[src/rtl/dma_irq_pkg.sv]
package dma_irq_pkg;

  localparam int STS_W = 12;

  // Register byte offsets
  localparam int unsigned OFS_STATUS  = 32'h100;
  localparam int unsigned OFS_MASK    = 32'h104;
  localparam int unsigned OFS_UNMASK  = 32'h108;
  localparam int unsigned OFS_SETMASK = 32'h10C;
  localparam int unsigned OFS_BYTES   = 32'h188;
  localparam int unsigned OFS_SCNT    = 32'h190;
  localparam int unsigned OFS_DCNT    = 32'h194;

  // Status bit positions
  localparam int B_XFER_DONE  = 10;
  localparam int B_WR_BUS     = 9;
  localparam int B_RD_BUS     = 8;
  localparam int B_DST_FETCH  = 7;
  localparam int B_SRC_FETCH  = 6;
  localparam int B_DCNT_ERR   = 5;
  localparam int B_SCNT_ERR   = 4;
  localparam int B_BYTE_WRAP  = 3;
  localparam int B_DST_RETIRE = 2;
  localparam int B_BAD_ACCESS = 0;

  typedef enum logic [2:0] {
    SEL_NONE,
    SEL_STATUS,
    SEL_MASK,
    SEL_UNMASK,
    SEL_SETMASK,
    SEL_BYTES,
    SEL_SCNT,
    SEL_DCNT
  } reg_sel_e;

endpackage

[src/rtl/irq_status_unit.sv]
module irq_status_unit #(
  parameter int W = 12
) (
  input  logic         clk,
  input  logic         rst,
  input  logic [W-1:0] evt_set,
  input  logic         clr_we,
  input  logic         unmask_we,
  input  logic         setmask_we,
  input  logic [W-1:0] wbits,
  output logic [W-1:0] status,
  output logic [W-1:0] mask,
  output logic         irq
);

  logic [W-1:0] clr_bits;

  assign clr_bits = clr_we ? wbits : '0;

  always_ff @(posedge clk) begin
    if (rst) begin
      status <= '0;
      mask   <= '1;
      irq    <= 1'b0;
    end else begin
      // a new event outranks a clear of the same bit
      status <= evt_set | (status & ~clr_bits);
      if (unmask_we)
        mask <= mask & ~wbits;
      else if (setmask_we)
        mask <= mask | wbits;
      irq <= |(status & ~mask);
    end
  end

endmodule

[src/rtl/retire_counter.sv]
module retire_counter #(
  parameter int CNT_W = 16
) (
  input  logic             clk,
  input  logic             rst,
  input  logic             inc,
  input  logic             rd_clr,
  output logic [CNT_W-1:0] count,
  output logic             sat_hit
);

  localparam logic [CNT_W-1:0] CNT_MAX = '1;

  assign sat_hit = inc && !rd_clr && (count == CNT_MAX);

  always_ff @(posedge clk) begin
    if (rst) begin
      count <= '0;
    end else if (rd_clr) begin
      count <= inc ? CNT_W'(1) : '0;
    end else if (inc && (count != CNT_MAX)) begin
      count <= count + CNT_W'(1);
    end
  end

endmodule

[src/rtl/byte_total.sv]
module byte_total #(
  parameter int BYTE_W = 32,
  parameter int INC_W  = 16
) (
  input  logic              clk,
  input  logic              rst,
  input  logic              add_vld,
  input  logic [INC_W-1:0]  add_amt,
  input  logic              ld_we,
  input  logic [BYTE_W-1:0] ld_val,
  output logic [BYTE_W-1:0] total,
  output logic              wrap_hit
);

  localparam int EXT_W = BYTE_W + 1;

  logic [EXT_W-1:0] sum;

  assign sum      = {1'b0, total} + {{(EXT_W-INC_W){1'b0}}, add_amt};
  assign wrap_hit = add_vld && !ld_we && sum[BYTE_W];

  always_ff @(posedge clk) begin
    if (rst) begin
      total <= '0;
    end else if (ld_we) begin
      total <= ld_val;
    end else if (add_vld) begin
      total <= sum[BYTE_W-1:0];
    end
  end

endmodule

[src/rtl/dma_irq_regs.sv]
module dma_irq_regs
  import dma_irq_pkg::*;
#(
  parameter int ADDR_W = 12,
  parameter int DATA_W = 32,
  parameter int CNT_W  = 16,
  parameter int BYTE_W = 32,
  parameter int INC_W  = 16
) (
  input  logic              clk,
  input  logic              rst,
  input  logic              reg_wr,
  input  logic              reg_rd,
  input  logic [ADDR_W-1:0] reg_addr,
  input  logic [DATA_W-1:0] reg_wdata,
  output logic [DATA_W-1:0] reg_rdata,
  input  logic              evt_xfer_done,
  input  logic              evt_wr_bus_err,
  input  logic              evt_rd_bus_err,
  input  logic              evt_dst_fetch_err,
  input  logic              evt_src_fetch_err,
  input  logic              evt_dst_retire,
  input  logic              evt_src_retire,
  input  logic              byte_vld,
  input  logic [INC_W-1:0]  byte_amt,
  output logic              irq
);

  localparam int NCNT = 2;  // index 0 source side, 1 destination side

  reg_sel_e          sel;
  logic [STS_W-1:0]  evt_set;
  logic [STS_W-1:0]  sts_q;
  logic [STS_W-1:0]  msk_q;
  logic [NCNT-1:0]   cnt_inc;
  logic [NCNT-1:0]   cnt_clr;
  logic [NCNT-1:0]   cnt_sat;
  logic [CNT_W-1:0]  cnt_val [NCNT];
  logic [CNT_W-1:0]  src_cnt;
  logic [BYTE_W-1:0] bytes_q;
  logic              bytes_wrap;
  logic              bad_access;

  // address decode
  always_comb begin
    case (reg_addr)
      ADDR_W'(OFS_STATUS):  sel = SEL_STATUS;
      ADDR_W'(OFS_MASK):    sel = SEL_MASK;
      ADDR_W'(OFS_UNMASK):  sel = SEL_UNMASK;
      ADDR_W'(OFS_SETMASK): sel = SEL_SETMASK;
      ADDR_W'(OFS_BYTES):   sel = SEL_BYTES;
      ADDR_W'(OFS_SCNT):    sel = SEL_SCNT;
      ADDR_W'(OFS_DCNT):    sel = SEL_DCNT;
      default:              sel = SEL_NONE;
    endcase
  end

  assign bad_access = (reg_rd || reg_wr) && (sel == SEL_NONE);

  // completion counters
  assign cnt_inc = {evt_dst_retire, evt_src_retire};
  assign cnt_clr = {reg_rd && (sel == SEL_DCNT), reg_rd && (sel == SEL_SCNT)};

  generate
    for (genvar g = 0; g < NCNT; g++) begin : g_cnt
      retire_counter #(.CNT_W(CNT_W)) u_cnt (
        .clk    (clk),
        .rst    (rst),
        .inc    (cnt_inc[g]),
        .rd_clr (cnt_clr[g]),
        .count  (cnt_val[g]),
        .sat_hit(cnt_sat[g])
      );
    end
  endgenerate

  assign src_cnt = cnt_val[0];

  byte_total #(.BYTE_W(BYTE_W), .INC_W(INC_W)) u_bytes (
    .clk     (clk),
    .rst     (rst),
    .add_vld (byte_vld),
    .add_amt (byte_amt),
    .ld_we   (reg_wr && (sel == SEL_BYTES)),
    .ld_val  (reg_wdata[BYTE_W-1:0]),
    .total   (bytes_q),
    .wrap_hit(bytes_wrap)
  );

  // event vector, placed at the fixed status positions
  always_comb begin
    evt_set               = '0;
    evt_set[B_XFER_DONE]  = evt_xfer_done;
    evt_set[B_WR_BUS]     = evt_wr_bus_err;
    evt_set[B_RD_BUS]     = evt_rd_bus_err;
    evt_set[B_DST_FETCH]  = evt_dst_fetch_err;
    evt_set[B_SRC_FETCH]  = evt_src_fetch_err;
    evt_set[B_DCNT_ERR]   = cnt_sat[1];
    evt_set[B_SCNT_ERR]   = cnt_sat[0];
    evt_set[B_BYTE_WRAP]  = bytes_wrap;
    evt_set[B_DST_RETIRE] = evt_dst_retire;
    evt_set[B_BAD_ACCESS] = bad_access;
  end

  irq_status_unit #(.W(STS_W)) u_sts (
    .clk       (clk),
    .rst       (rst),
    .evt_set   (evt_set),
    .clr_we    (reg_wr && (sel == SEL_STATUS)),
    .unmask_we (reg_wr && (sel == SEL_UNMASK)),
    .setmask_we(reg_wr && (sel == SEL_SETMASK)),
    .wbits     (reg_wdata[STS_W-1:0]),
    .status    (sts_q),
    .mask      (msk_q),
    .irq       (irq)
  );

  // registered read port
  always_ff @(posedge clk) begin
    if (rst) begin
      reg_rdata <= '0;
    end else if (reg_rd) begin
      case (sel)
        SEL_STATUS: reg_rdata <= DATA_W'(sts_q);
        SEL_MASK:   reg_rdata <= DATA_W'(msk_q);
        SEL_BYTES:  reg_rdata <= DATA_W'(bytes_q);
        SEL_SCNT:   reg_rdata <= DATA_W'(cnt_val[0]);
        SEL_DCNT:   reg_rdata <= DATA_W'(cnt_val[1]);
        default:    reg_rdata <= '0;
      endcase
    end else begin
      reg_rdata <= '0;
    end
  end

endmodule

[config.mk]
export PLATFORM = sky130hd
export DESIGN_NAME = dma_irq_regs
export DESIGN_NICKNAME = d
export VERILOG_FILES = /design/src/rtl/dma_irq_pkg.sv /design/src/rtl/irq_status_unit.sv /design/src/rtl/retire_counter.sv /design/src/rtl/byte_total.sv /design/src/rtl/dma_irq_regs.sv
export SDC_FILE = /design/constraint.sdc
export NUM_CORES = 1
export LEC_CHECK = 0
export ABC_AREA = 0
export BUFFER_PORTS_ARGS = -buffer_cell sky130_fd_sc_hd__buf_2
export CORE_UTILIZATION = 55
export DETAILED_ROUTE_END_ITERATION = 6
export PLACE_DENSITY = 0.78
export RECOVER_POWER = 50
export SETUP_SLACK_MARGIN = 0.02
export SLEW_MARGIN = 20
export SYNTH_ARGS = -nofsm -noshare
export SYNTH_HDL_FRONTEND = slang
export SYNTH_SLANG_ARGS = --single-unit
[constraint.sdc]
create_clock -name clk -period 2.89 [get_ports clk]
set_input_delay 0 -clock clk [delete_from_list [all_inputs] [get_ports clk]]
set_output_delay 0 -clock clk [all_outputs]
set_load 0.05 [all_outputs]
==> results by group <==
Status
  • Result of the run: complete, no violations

Timing
  • Clk_skew: 0.00852 ns
  • Final hold violation count: 0
  • Number of endpoints failing setup at the final stage: 0
  • Unrepaired setup endpoints after global routing: false
  • Slew Limit Fails: 0
  • Worst hold slack: 0.0218 ns
  • Worst slew pin tran: 1.15 ns
  • Minimum clock period: 2.58 ns
  • Total Negative Setup Slacks: 0 ns
  • Headroom to the max-slew limit: 23.5%
  • Post-route fraction of the period consumed by the critical path: 89.2%
  • Max Freq: 388 MHz

Layout
  • Final Instance Count excl. Fillers: 1,034
  • Nets@finish: 973
  • Layout cell share with drive strength beyond 1: 14.7%
  • Layout filler cell count: 852
  • Total area of multi-input combinational cells: 3590 sq um
  • Area growth syn-to-layout: 25.1%
  • Number of diodes added for antenna fixing: 0
  • Final design utilization: 71.8%
  • FF+latch area: 2420 sq um

Floorplanning
  • Core footprint: 11,000 sq um
  • Number of standard-cell rows in the floorplan: 38
  • Die Height: 109 um
  • Initial cell density of the core: 57.4%
  • Total Die Area: 11,900 sq um
  • Floorplan die width: 109 um
  • Total I/O pin count: 105

Yosys
  • Share of async-settable or async-resettable flops after synthesis: 0%
  • Sequential fraction of the synthesis area: 38.4%
  • Top area cells in the synthesized netlist: sky130_fd_sc_hd__dfxtp_1 38%, sky130_fd_sc_hd__nor2_1 6.1%, sky130_fd_sc_hd__nand2_1 3.9%
  • Largest family of logic cells by synthesized area: simple AND/OR/NAND/NOR gates
  • Biggest area consumer among synthesized cells: sky130_fd_sc_hd__dfxtp_1
  • Count of cell types in the netlist: 72
  • Post-Syn Nets: 830
  • Mean instance size in the synthesized netlist: 8.53 sq um
  • Number of warning messages in the yosys log: 0
  • Area fraction of the dominant cell type after synthesis: 38.4%
  • Flip-flop and latch count after synthesis: 121
  • Area share of xor/xnor cells in the synthesized design: 6.67%
  • Post-synth EDFFs: 0
  • Cell Area, Synth: 6300 sq um
  • Synthesized-area fraction occupied by adder cells: 4.05%
  • Mux cell area share after synthesis: 4.31%
  • Simple-gate area share of the yosys netlist: 22.1%
  • Fraction of the mapped netlist area in compound gates: 20.5%
  • Most instantiated flip-flop cell in the synthesis netlist: sky130_fd_sc_hd__dfxtp_1
  • Gate count of the mapped netlist: 739

GRT
  • Number of global-route vias before repair: 5,713
  • Total global-route track usage: 32.0%
  • Antenna violations before repair: 0
  • First-pass GRT wire length: 28.5 mm
  • Largest net degree at the start of global routing: 60
  • Total congestion overflow after global routing: 0

Clock network
  • Clock latency on the worst-skew pair: 0.43 ns
  • Clock Sinks: 121
  • Clock tree from TritonCTS: yes
  • CTS clock-pin slew for the worst setup and hold paths: 0.06 ns
  • Clock buffer count from CTS: 17
  • Gates resized, CTS repair: 0
  • Depth of the CTS H-tree: 4
  • Clock tree root buffer cell: sky130_fd_sc_hd__clkbuf_16
  • Deepest clock path buffer count: 2

Critical path
  • Required time worst endpoint: 3.20 ns
  • Critical path capture point type: flip-flop
  • Largest fanout on the critical path: 8
  • Worst Reg2Reg Path Length in Cells: 8
  • Minimum setup slack among reg-to-reg paths: 0.31 ns
  • Buffers and inverters on the worst path: 0
  • Crit-path max cell delay: 0.38 ns
  • Crit start category: flip-flop
  • Endpoint of the worst register-to-register path: u_bytes.total[27]
  • Reg-to-reg critical path startpoint: u_bytes.total[13]
  • Standard cell with the maximum stage delay on the critical path: sky130_fd_sc_hd__ha_1
  • Largest delay contributor family on the critical path: compound AO/OA/AOI/OAI gates
  • Crit path cell chain: ha_1 -> a21o_1 -> a311o_1 -> nor3_2 -> a211oi_2 -> o21ai_2 -> mux2i_1 -> a2111oi_2
  • Critical path class: flip-flop to flip-flop
  • Worst endpoint data arrival time: 2.89 ns

Placed design
  • Estimated wirelength of the detail-placed design: 12.5 mm
  • Placer's final routability congestion estimate: 0.920
  • Count of port buffers added during placement: 104
  • Placed Cells incl. Taps: 957

Power and ir drop
  • Power Dens Cells: 586 nW/um^2
  • Leakage power of the design: 3.09 nW
  • Power consumption: 4.62 mW
  • Peak supply drop: 0.590 mV

Min path
  • Worst Hold Endpoint: u_bytes.total[25]
  • HP Class: primary input to flip-flop
  • Number of cells on the worst hold path: 3
  • Hold Startpoint: reg_wdata[25]

Routing
  • Antenna violation net count after detailed routing: 0
  • DRC violation total after the first TritonRoute iteration: 469
  • Mean number of vias per cell: 6.08
  • Length of the first detailed-routing pass in iterations: 6
  • Average wire per cell in the routed design: 18.0 um
  • Post-detailed-route DRC marker count: 0
  • Via count: 6,285
  • Final wirelength: 18.6 mm

Job
  • Max-Cap Viols: 0
[worst max-delay path by stage]
stage	from	to	slack [ns]	depth (start not counted)
final	u_bytes.total[13]	u_bytes.total[27]	0.31	8
after global routing	u_bytes.total[0]	u_bytes.total[16]	0.11	10
after CTS	u_bytes.total[13]	u_bytes.total[27]	0.30	8
after detailed placement	u_bytes.total[13]	u_bytes.total[27]	0.34	8
after global placement	u_bytes.total[8]	u_bytes.total[27]	0.47	8
after floorplan	u_bytes.total[0]	u_bytes.total[22]	0.45	10
[power breakdown]
part	internal, mW	switching [mW]
combinational	0.309	0.377
clock	1.38	0.777
sequential	1.72	0.0556
total	3.41	1.21
[Yosys cell counts (13+ instances only)]
library cell and instances:
sky130_fd_sc_hd__clkbuf_1 25, sky130_fd_sc_hd__a31oi_1 13, sky130_fd_sc_hd__nand2_1 65, sky130_fd_sc_hd__o21ai_0 23
sky130_fd_sc_hd__and2_1 18, sky130_fd_sc_hd__a311o_1 13, sky130_fd_sc_hd__xnor2_1 21, sky130_fd_sc_hd__nor2_1 102
sky130_fd_sc_hd__mux2i_1 17, sky130_fd_sc_hd__dfxtp_1 121, sky130_fd_sc_hd__a21oi_1 38, sky130_fd_sc_hd__a211oi_1 23
sky130_fd_sc_hd__inv_1 23, sky130_fd_sc_hd__nand3_1 22, sky130_fd_sc_hd__xor2_1 27, sky130_fd_sc_hd__ha_1 18
[area by class of cell]
cell class                      count  share of cell area (%)
Tap cell                          140                    2.22
Clock inverter                      9                    1.44
Inverter                           23                    1.09
Clock buffer                       22                    6.26
Multi-Input combinational cell    557                    45.4
Timing Repair Buffer              162                    12.8
Sequential cell                   121                    30.7
[registers in the layout, summed over array words and instances (netlist names), named ones only]
register and flops:
u_bytes.total 32, reg_rdata 32, u_sts.irq 1, g_cnt.u_cnt.count 32, u_sts.status 12
[tightest hold or removal path, cell delays in order]
cell and delay (ns):
sky130_fd_sc_hd__buf_2 0.10, sky130_fd_sc_hd__o21ai_0 0.22, sky130_fd_sc_hd__a211oi_1 0.07
[through the flow]
| stage | area, sq um | setup WS (ns) |
|---|---|---|
| floorplan | 6300 | 0.448 |
| global placement | 6940 | 0.467 |
| detailed placement | 6940 | 0.341 |
| CTS | 8010 | 0.304 |
| global route | 7890 | 0.114 |
| finish | 7890 | 0.312 |
[kinds of logic after synthesis]
| logic type | count (synthesis) |
|---|---|
| AND/OR/NAND/NOR | 279 |
| AO/OA/AOI/OAI | 184 |
| flip-flops | 121 |
| buffers and inverters | 61 |
| XOR/XNOR | 48 |
| multiplexers | 26 |
| adder cells (fa/ha/maj) | 20 |
[layout by cell type (no fill, tap or decap), drive strengths merged, types with 21 or more instances in the layout]
cell / synthesis / final
a21oi: 38 / 38
clkbuf: 25 / 60
buf: 13 / 78
inv: 23 / 24
nand3: 22 / 22
xnor2: 21 / 21
nand2: 65 / 65
o21ai: 26 / 26
nor2: 103 / 103
dlygate4sd3: 0 / 46
dfxtp: 121 / 121
a211oi: 24 / 24
xor2: 27 / 27
[timing repair]
item                                    4_1_cts  5_1_grt
hold endpoints to repair                     56        0
endpoints found under the setup margin        0        0
setup buffers                                 0        0
hold buffers                                 46        0
[routing by layer]
| metal | vias to the layer above | part of all wire [%] | routed length, um | global-route usage [%] |
|---|---|---|---|---|
| met1 | 2953 | 43 | 7970 | 39.9 |
| met5 | - | 0 | 0 | 0 |
| met4 | 0 | 4.0 | 748 | 16.5 |
| met3 | 63 | 7.2 | 1340 | 6.93 |
| met2 | 312 | 46 | 8540 | 51.6 |
| li1 | 2957 | - | - | - |
No activity file was read; power rests on OpenSTA's default activity.
